<file path="src/rtl/iso_rx_pkg.sv">
package iso_rx_pkg;
    localparam int unsigned NBUF = 2;
    typedef logic [NBUF-1:0] buf_mask_t;
endpackage

</file>
<file path="src/rtl/iso_rx_store.sv">
module iso_rx_store #(
    parameter int unsigned DEPTH = 512,
    parameter int unsigned DW    = 8,
    localparam int unsigned AW   = $clog2(DEPTH)
) (
    input  logic          clk,
    input  logic          we,
    input  logic [AW-1:0] waddr,
    input  logic [DW-1:0] wdata,
    input  logic [AW-1:0] raddr,
    output logic [DW-1:0] rdata
);
    logic [DW-1:0] mem [DEPTH];

    always_ff @(posedge clk) begin
        if (we) mem[waddr] <= wdata;
    end

    assign rdata = mem[raddr];
endmodule

</file>
<file path="src/rtl/iso_rx_fill.sv">
module iso_rx_fill
    import iso_rx_pkg::*;
#(
    parameter int unsigned PKT_MAX = 256,
    localparam int unsigned CW     = $clog2(PKT_MAX + 1)
) (
    input  logic          clk,
    input  logic          rst_n,
    input  logic          rx_valid,
    input  logic          rx_end,
    input  logic          rx_good,
    input  buf_mask_t     full_mask,
    output logic          we,
    output logic          wsel,
    output logic [CW-1:0] woff,
    output logic          done,
    output logic [CW-1:0] done_cnt
);
    typedef struct packed {
        logic          sel;
        logic [CW-1:0] wcnt;
        logic          err;
    } fill_st_t;

    fill_st_t q, d;
    logic cur_full, byte_err, err_now;

    always_comb begin
        d        = q;
        cur_full = full_mask[q.sel];
        byte_err = rx_valid && (cur_full || q.wcnt == CW'(PKT_MAX));
        we       = rx_valid && !byte_err;
        err_now  = q.err || byte_err || cur_full;
        done     = rx_end && rx_good && !err_now;
        done_cnt = q.wcnt + CW'(we);
        if (we)       d.wcnt = q.wcnt + CW'(1);
        if (byte_err) d.err  = 1'b1;
        if (rx_end) begin
            d.wcnt = '0;
            d.err  = 1'b0;
            if (done) d.sel = ~q.sel;
        end
    end

    always_ff @(posedge clk) begin
        if (!rst_n) q <= '0;
        else        q <= d;
    end

    assign wsel = q.sel;
    assign woff = q.wcnt;

    AST_WCNT_BOUND: assert property (@(posedge clk) disable iff (!rst_n)
        q.wcnt <= CW'(PKT_MAX));
endmodule

</file>
<file path="src/rtl/iso_rx_drain.sv">
module iso_rx_drain
    import iso_rx_pkg::*;
#(
    parameter int unsigned PKT_MAX = 256,
    localparam int unsigned CW     = $clog2(PKT_MAX + 1)
) (
    input  logic                     clk,
    input  logic                     rst_n,
    input  buf_mask_t                full_mask,
    input  logic [NBUF-1:0][CW-1:0]  cnt_tab,
    input  logic                     rd_en,
    input  logic                     rd_ack,
    output logic                     rsel,
    output logic [CW-1:0]            roff,
    output logic                     rel
);
    typedef struct packed {
        logic          sel;
        logic [CW-1:0] rptr;
    } drain_st_t;

    drain_st_t q, d;
    logic          head_full, pop, ack, last;
    logic [CW-1:0] head_cnt;

    always_comb begin
        d         = q;
        head_full = full_mask[q.sel];
        head_cnt  = cnt_tab[q.sel];
        pop       = rd_en && head_full && head_cnt != '0;
        ack       = rd_ack && head_full && head_cnt == '0;
        last      = pop && (q.rptr + CW'(1) == head_cnt);
        rel       = last || ack;
        if (pop) d.rptr = q.rptr + CW'(1);
        if (rel) begin
            d.rptr = '0;
            d.sel  = ~q.sel;
        end
    end

    always_ff @(posedge clk) begin
        if (!rst_n) q <= '0;
        else        q <= d;
    end

    assign rsel = q.sel;
    assign roff = q.rptr;

    AST_IDLE_READ: assert property (@(posedge clk) disable iff (!rst_n)
        (rd_en && !full_mask[q.sel]) |=> $stable(q.rptr) && $stable(q.sel));
    AST_ACK_IGNORED: assert property (@(posedge clk) disable iff (!rst_n)
        (rd_ack && !rd_en && cnt_tab[q.sel] != '0) |=> $stable(q.rptr) && $stable(q.sel));
endmodule

</file>
<file path="src/rtl/iso_out_rx_fifo.sv">
module iso_out_rx_fifo
    import iso_rx_pkg::*;
#(
    parameter int unsigned PKT_MAX = 256,
    parameter int unsigned DW      = 8,
    localparam int unsigned CW     = $clog2(PKT_MAX + 1),
    localparam int unsigned DEPTH  = NBUF * PKT_MAX,
    localparam int unsigned AW     = $clog2(DEPTH)
) (
    input  logic          clk,
    input  logic          rst_n,
    input  logic          rx_valid,
    input  logic [DW-1:0] rx_data,
    input  logic          rx_end,
    input  logic          rx_good,
    input  logic          rd_en,
    input  logic          rd_ack,
    output logic [DW-1:0] rd_data,
    output logic [CW-1:0] rd_cnt,
    output logic          rx_service
);
    typedef struct packed {
        buf_mask_t               full;
        logic [NBUF-1:0][CW-1:0] cnt;
    } top_st_t;

    top_st_t q, d;

    logic          we, wsel, done, rsel, rel;
    logic [CW-1:0] woff, done_cnt, roff;
    logic [AW-1:0] waddr, raddr;
    logic [DW-1:0] mem_rdata;
    logic          head_bytes;

    iso_rx_fill #(.PKT_MAX(PKT_MAX)) u_fill (
        .clk, .rst_n, .rx_valid, .rx_end, .rx_good,
        .full_mask(q.full), .we, .wsel, .woff, .done, .done_cnt
    );

    iso_rx_drain #(.PKT_MAX(PKT_MAX)) u_drain (
        .clk, .rst_n, .full_mask(q.full), .cnt_tab(q.cnt),
        .rd_en, .rd_ack, .rsel, .roff, .rel
    );

    assign waddr = AW'(wsel) * AW'(PKT_MAX) + AW'(woff);
    assign raddr = AW'(rsel) * AW'(PKT_MAX) + AW'(roff);

    iso_rx_store #(.DEPTH(DEPTH), .DW(DW)) u_store (
        .clk, .we, .waddr, .wdata(rx_data), .raddr, .rdata(mem_rdata)
    );

    always_comb begin
        d = q;
        if (rel) d.full[rsel] = 1'b0;
        if (done) begin
            d.full[wsel] = 1'b1;
            d.cnt[wsel]  = done_cnt;
        end
    end

    always_ff @(posedge clk) begin
        if (!rst_n) q <= '0;
        else        q <= d;
    end

    assign head_bytes = q.full[rsel] && q.cnt[rsel] != '0;
    assign rx_service = |q.full;
    assign rd_cnt     = q.full[rsel] ? q.cnt[rsel] : '0;
    assign rd_data    = head_bytes ? mem_rdata : '0;

    AST_FILL_RAISES_SERVICE: assert property (@(posedge clk) disable iff (!rst_n)
        done |=> rx_service);
    AST_SERVICE_HELD: assert property (@(posedge clk) disable iff (!rst_n)
        (rx_service && !rel) |=> rx_service);
    AST_WRITE_TO_FREE: assert property (@(posedge clk) disable iff (!rst_n)
        we |-> !q.full[wsel]);
    AST_BAD_NO_FILL: assert property (@(posedge clk) disable iff (!rst_n)
        (rx_end && !rx_good) |=> ((q.full & ~$past(q.full)) == '0));
endmodule

</file>
<file path="config.mk">
export PLATFORM = sky130hd
export DESIGN_NAME = iso_out_rx_fifo
export DESIGN_NICKNAME = d
export VERILOG_FILES = /design/src/rtl/iso_rx_pkg.sv /design/src/rtl/iso_rx_store.sv /design/src/rtl/iso_rx_fill.sv /design/src/rtl/iso_rx_drain.sv /design/src/rtl/iso_out_rx_fifo.sv
export SDC_FILE = /design/constraint.sdc
export NUM_CORES = 2
export LEC_CHECK = 0
export BUFFER_PORTS_ARGS = -buffer_cell sky130_fd_sc_hd__buf_2
export CAP_MARGIN = 20
export CORE_AREA = 2 2 596 598
export DETAILED_ROUTE_END_ITERATION = 7
export DIE_AREA = 0 0 598 600
export PLACE_DENSITY = 0.62
export SYNTH_ARGS = -nofsm -noshare
export SYNTH_HDL_FRONTEND = slang
export SYNTH_SLANG_ARGS = --single-unit
</file>
<file path="constraint.sdc">
create_clock -name clk -period 4.46 [get_ports clk]
set_clock_uncertainty 0.05 [all_clocks]
set_input_delay 0.892 -clock clk [delete_from_list [all_inputs] [get_ports clk]]
set_output_delay 0.892 -clock clk [all_outputs]
set_load 0.05 [all_outputs]
</file>
==> out/summary.log <==
INFO  run_status     run_status=complete, but fails checks
INFO  run_status     violated_checks=negative setup slack
INFO  route          detail_route.wirelength=439mm
INFO  floorplan      io-pin-count=33
INFO  power          p_leak=59.1nW
INFO  power          power.total=80.0mW
INFO  power          power_density=420nW/µm²
INFO  cells_and_area utilization=54.2%
INFO  critical_path  cp-startpoint=u_drain.roff[1]$_SDFFE_PP0P_
INFO  floorplan      die_width=598µm
INFO  synth          synth.area.top_cells=sky130_fd_sc_hd__edfxtp_1 (76%), sky130_fd_sc_hd__mux4_2 (13%), sky130_fd_sc_hd__mux2i_1 (2.3%), sky130_fd_sc_hd__nor2_1 (1.5%), sky130_fd_sc_hd__o221ai_1 (0.66%)
INFO  sta            final_max_slew_viol_count=0
INFO  synth          dominant_cell_type_by_area_after_synthesis=sky130_fd_sc_hd__edfxtp_1
INFO  clock_tree     ctsLongestPathBuffers=4
INFO  route          route.detailed.drc=0
INFO  clock_tree     tritoncts_sink_count=4,137
INFO  floorplan      fp.dieArea=359,000µm²
INFO  cells_and_area share_of_cells_above_drive_strength_1=31.3%
INFO  sta            fmaxAchievable=183MHz
INFO  grt            antenna_found_initial=11
INFO  route          ant_nets=0
INFO  hold_path      timing.hold.worst.start=rx_data[7]
INFO  sta            layout_min_cycle_time=5.45ns
INFO  clock_tree     clock_tree_from_tritoncts=built
INFO  cells_and_area sequential_cell_area=124,000µm²
INFO  cells_and_area syn2layout_area_growth=18.0%
INFO  clock_tree     worstSkewPairLatency=0.97ns
INFO  route          via_count=84,300
INFO  grt            overflow=0
INFO  sta            max_slew.worst_pin.slew=1.17ns
INFO  synth          synth_enable_flop_cells=4,096
INFO  sta            post-route-period-util=122%
INFO  route          drt-wirelength-per-cell=31.8µm
INFO  floorplan      dieHeight=600µm
INFO  place          gp_congestion=0.882
INFO  route          drt-pass1-iter-count=6
INFO  power          worst_ir_drop_vdd=0.314mV
INFO  critical_path  critPathRequiredTime=3.52ns
INFO  place          buffer_ports.inserted=32
INFO  route          drt_iter0_markers=11,200
INFO  sta            setup_slack=-0.990ns
INFO  sta            grt_setup_unrepaired=yes
INFO  sta            setup-violations-final=8
INFO  place          placed_cells_incl_taps=12,900
INFO  synth          dominant_register_cell_in_the_synthesized_netlist=sky130_fd_sc_hd__edfxtp_1
INFO  synth          synthesis.yosys.warnings=0
INFO  hold_path      timing.hold.worst.class=in2reg
INFO  synth          yosysTopAreaCellShare=76.1%
INFO  clock_tree     cts_root_buf=sky130_fd_sc_hd__clkbuf_16
INFO  hold_path      hold_path_depth=1
INFO  synth          synthMostInstantiatedCell=sky130_fd_sc_hd__edfxtp_1
INFO  route          drt-vias-per-instance=6.11
INFO  cells_and_area final_cell_count_no_fill=13,800
INFO  synth          synth_cell_area=162,000µm²
INFO  clock_tree     cts_max_level=5
INFO  floorplan      core_area=352,000µm²
INFO  critical_path  critical_path.endpoint_type=primary output
INFO  critical_path  timing.critical_path.arrival=4.51ns
INFO  cells_and_area area_used_by_multi_input_combinational_logic=36,100µm²
INFO  clock_tree     numCtsBuffers=421
INFO  flow_run       max-cap-violations=0
INFO  synth          syn-num-nets=7,799
INFO  floorplan      placementRows=218
INFO  grt            global_route.usage.total=24.2%
INFO  critical_path  critPathKind=reg2out
INFO  synth          syn_area_per_cell=20.8µm²
INFO  cells_and_area fill_count=26,400
INFO  place          dp_worst_setup_slack=-0.823ns
INFO  place          dp_hpwl=271mm
INFO  floorplan      floorplan.initialDensity=45.9%
INFO  critical_path  worst_r2r_path_depth=10
INFO  synth          asyncSetResetFlopFracSynth=0%
INFO  cells_and_area finish.net_count=8,856
INFO  synth          synth.lib_cells_used.distinct=76
INFO  synth          synth_commonest_cells=sky130_fd_sc_hd__edfxtp_1 (4,096), sky130_fd_sc_hd__mux4_2 (938), sky130_fd_sc_hd__nor2_1 (656), sky130_fd_sc_hd__mux2i_1 (373), sky130_fd_sc_hd__clkbuf_1 (223)
INFO  synth          synthesis.instances=7,777
INFO  grt            grt_pass1_vias=84,000
INFO  critical_path  worstPathMaxFanout=16
INFO  clock_tree     clkSlewWorstSetupHoldPaths=0.06ns
INFO  grt            grt_first_pass_wirelength=622mm
INFO  synth          ys_seq_area_share=76.6%
INFO  critical_path  crit-reg2reg-launch=u_fill.woff[0]$_SDFFE_PP0P_
INFO  grt            grt_start_max_net_pins=157
INFO  sta            timing_hold_violations_final=0
INFO  critical_path  critical_path.startpoint_type=flip-flop
INFO  sta            max-slew-margin-rel=22.1%
INFO  synth          yosys_register_bits=4,137
-- layout by cell type, fill, tap and decap left out, types with 14 or more instances in the layout --
| master | n |
|---|---|
| sky130_fd_sc_hd__a31oi_1 | 18 |
| sky130_fd_sc_hd__clkinv_2 | 89 |
| sky130_fd_sc_hd__o22ai_1 | 104 |
| sky130_fd_sc_hd__a211oi_1 | 14 |
| sky130_fd_sc_hd__nor2b_1 | 18 |
| sky130_fd_sc_hd__o22ai_2 | 34 |
| sky130_fd_sc_hd__a22oi_1 | 34 |
| sky130_fd_sc_hd__clkinv_1 | 84 |
| sky130_fd_sc_hd__and2_1 | 21 |
| sky130_fd_sc_hd__dfxtp_1 | 34 |
| sky130_fd_sc_hd__and3_1 | 24 |
| sky130_fd_sc_hd__o221ai_2 | 16 |
| sky130_fd_sc_hd__nor3_1 | 85 |
| sky130_fd_sc_hd__o211a_1 | 15 |
| sky130_fd_sc_hd__nand2b_1 | 14 |
| sky130_fd_sc_hd__clkbuf_16 | 432 |
| sky130_fd_sc_hd__a21oi_1 | 97 |
| sky130_fd_sc_hd__buf_12 | 142 |
| sky130_fd_sc_hd__o221ai_1 | 105 |
| sky130_fd_sc_hd__nand3_1 | 42 |
| sky130_fd_sc_hd__xnor2_1 | 21 |
| sky130_fd_sc_hd__buf_16 | 43 |
| sky130_fd_sc_hd__mux2i_1 | 368 |
| sky130_fd_sc_hd__mux4_2 | 938 |
| sky130_fd_sc_hd__buf_8 | 24 |
| sky130_fd_sc_hd__edfxtp_1 | 4096 |
| sky130_fd_sc_hd__o21ai_0 | 49 |
| sky130_fd_sc_hd__buf_2 | 16 |
| sky130_fd_sc_hd__buf_6 | 40 |
| sky130_fd_sc_hd__bufinv_16 | 32 |
| sky130_fd_sc_hd__clkinvlp_4 | 15 |
| sky130_fd_sc_hd__nor4_1 | 19 |
| sky130_fd_sc_hd__nor2_1 | 640 |
| sky130_fd_sc_hd__clkbuf_1 | 86 |
| sky130_fd_sc_hd__buf_4 | 845 |
| sky130_fd_sc_hd__nand4_1 | 22 |
| sky130_fd_sc_hd__mux2_2 | 14 |
| sky130_fd_sc_hd__nand2_1 | 150 |
-- through the flow --
step                      cell area [µm²]  TNS [ns]  hold slack [ns]
final                              191000     -7.03            0.310
after detailed placement           174000     -4.05            0.414
after CTS                          190000     -7.48            0.241
after global routing               191000     -7.39            0.268
after global placement             174000     -5.29            0.412
after floorplan                    162000         0            0.385
-- worst max-delay path, stage by stage (launching register included) --
cell and delay [ns]:
sky130_fd_sc_hd__dfxtp_4 0.37, sky130_fd_sc_hd__buf_4 0.16, sky130_fd_sc_hd__buf_12 0.16, sky130_fd_sc_hd__or2_4 0.33
sky130_fd_sc_hd__buf_12 0.16, sky130_fd_sc_hd__buf_4 0.13, sky130_fd_sc_hd__buf_12 0.15, sky130_fd_sc_hd__nor2_1 0.25
sky130_fd_sc_hd__o31ai_1 0.13, sky130_fd_sc_hd__a21oi_1 0.30, sky130_fd_sc_hd__and4b_2 0.34, sky130_fd_sc_hd__nor4_4 0.48
sky130_fd_sc_hd__or3_4 0.26, sky130_fd_sc_hd__buf_8 0.12, sky130_fd_sc_hd__buf_12 0.13
-- per-layer routing --
| metal | wire, µm | up-vias | GRT usage, % |
|---|---|---|---|
| li1 | - | 34600 | - |
| met1 | 174000 | 44800 | 33.8 |
| met2 | 211000 | 4200 | 38.8 |
| met3 | 38200 | 762 | 4.05 |
| met4 | 16400 | 2 | 8.20 |
| met5 | 13 | - | 0 |
-- state kept, by name, indices dropped and copies added, names as in the netlist, named ones only --
| register | cells |
|---|---|
| u_fill.wsel | 1 |
| u_drain.rsel | 1 |
| u_fill.woff | 9 |
| u_drain.roff | 9 |
| u_fill.q | 1 |
| q | 2 |
| u_store.mem | 4096 |
-- final timing paths --
path | end | slack [ns]
min | u_store.mem[327][7]$_DFFE_PP_ | 0.31
max | rd_data[7] | -0.99
min reg2reg | u_fill.q[0]$_SDFFE_PP0P_ | 0.43
max reg2reg | u_store.mem[352][1]$_DFFE_PP_ | 0.53
-- power breakdown --
group	switching, mW	internal, mW	total (mW)
clock	14.7	19.5	34.1
combinational	1.80	1.35	3.14
sequential	0.0187	42.7	42.8
total	16.5	63.6	80.0
-- timing repair --
item                                    4_1_cts  5_1_grt
resized for setup                           236      112
endpoints found under the setup margin        8        8
buffers inserted                             86       70
cloned                                       29        4
hold buffers                                  0        0
pin swaps                                    51       34
-- area by class of cell --
cell class                 count  share of cell area [%]
antenna                        6                 0.00787
clock buffer                 517                    5.81
clock inverter               248                    1.15
inverter                      10                  0.0249
multi-input combinational   3140                    18.9
sequential                  4137                    64.9
tap                         4620                    3.03
timing repair buffer        1124                    6.13
-- logic make-up (layout without fill, tap and decap cells) --
| group | after synthesis | after routing | synth area share [%] |
|---|---|---|---|
| AO/OA/AOI/OAI | 621 | 621 | 2.68 |
| XOR/XNOR | 34 | 34 | 0.184 |
| adder cells (fa/ha/maj) | 7 | 7 | 0.0542 |
| buffers and inverters | 501 | 1899 | 1.85 |
| flip-flops | 4137 | 4137 | 76.6 |
| multiplexers | 1326 | 1326 | 15.5 |
| other | 0 | 6 | 0 |
| AND/OR/NAND/NOR | 1151 | 1152 | 3.12 |
No activity file was read; power rests on OpenSTA's default activity.
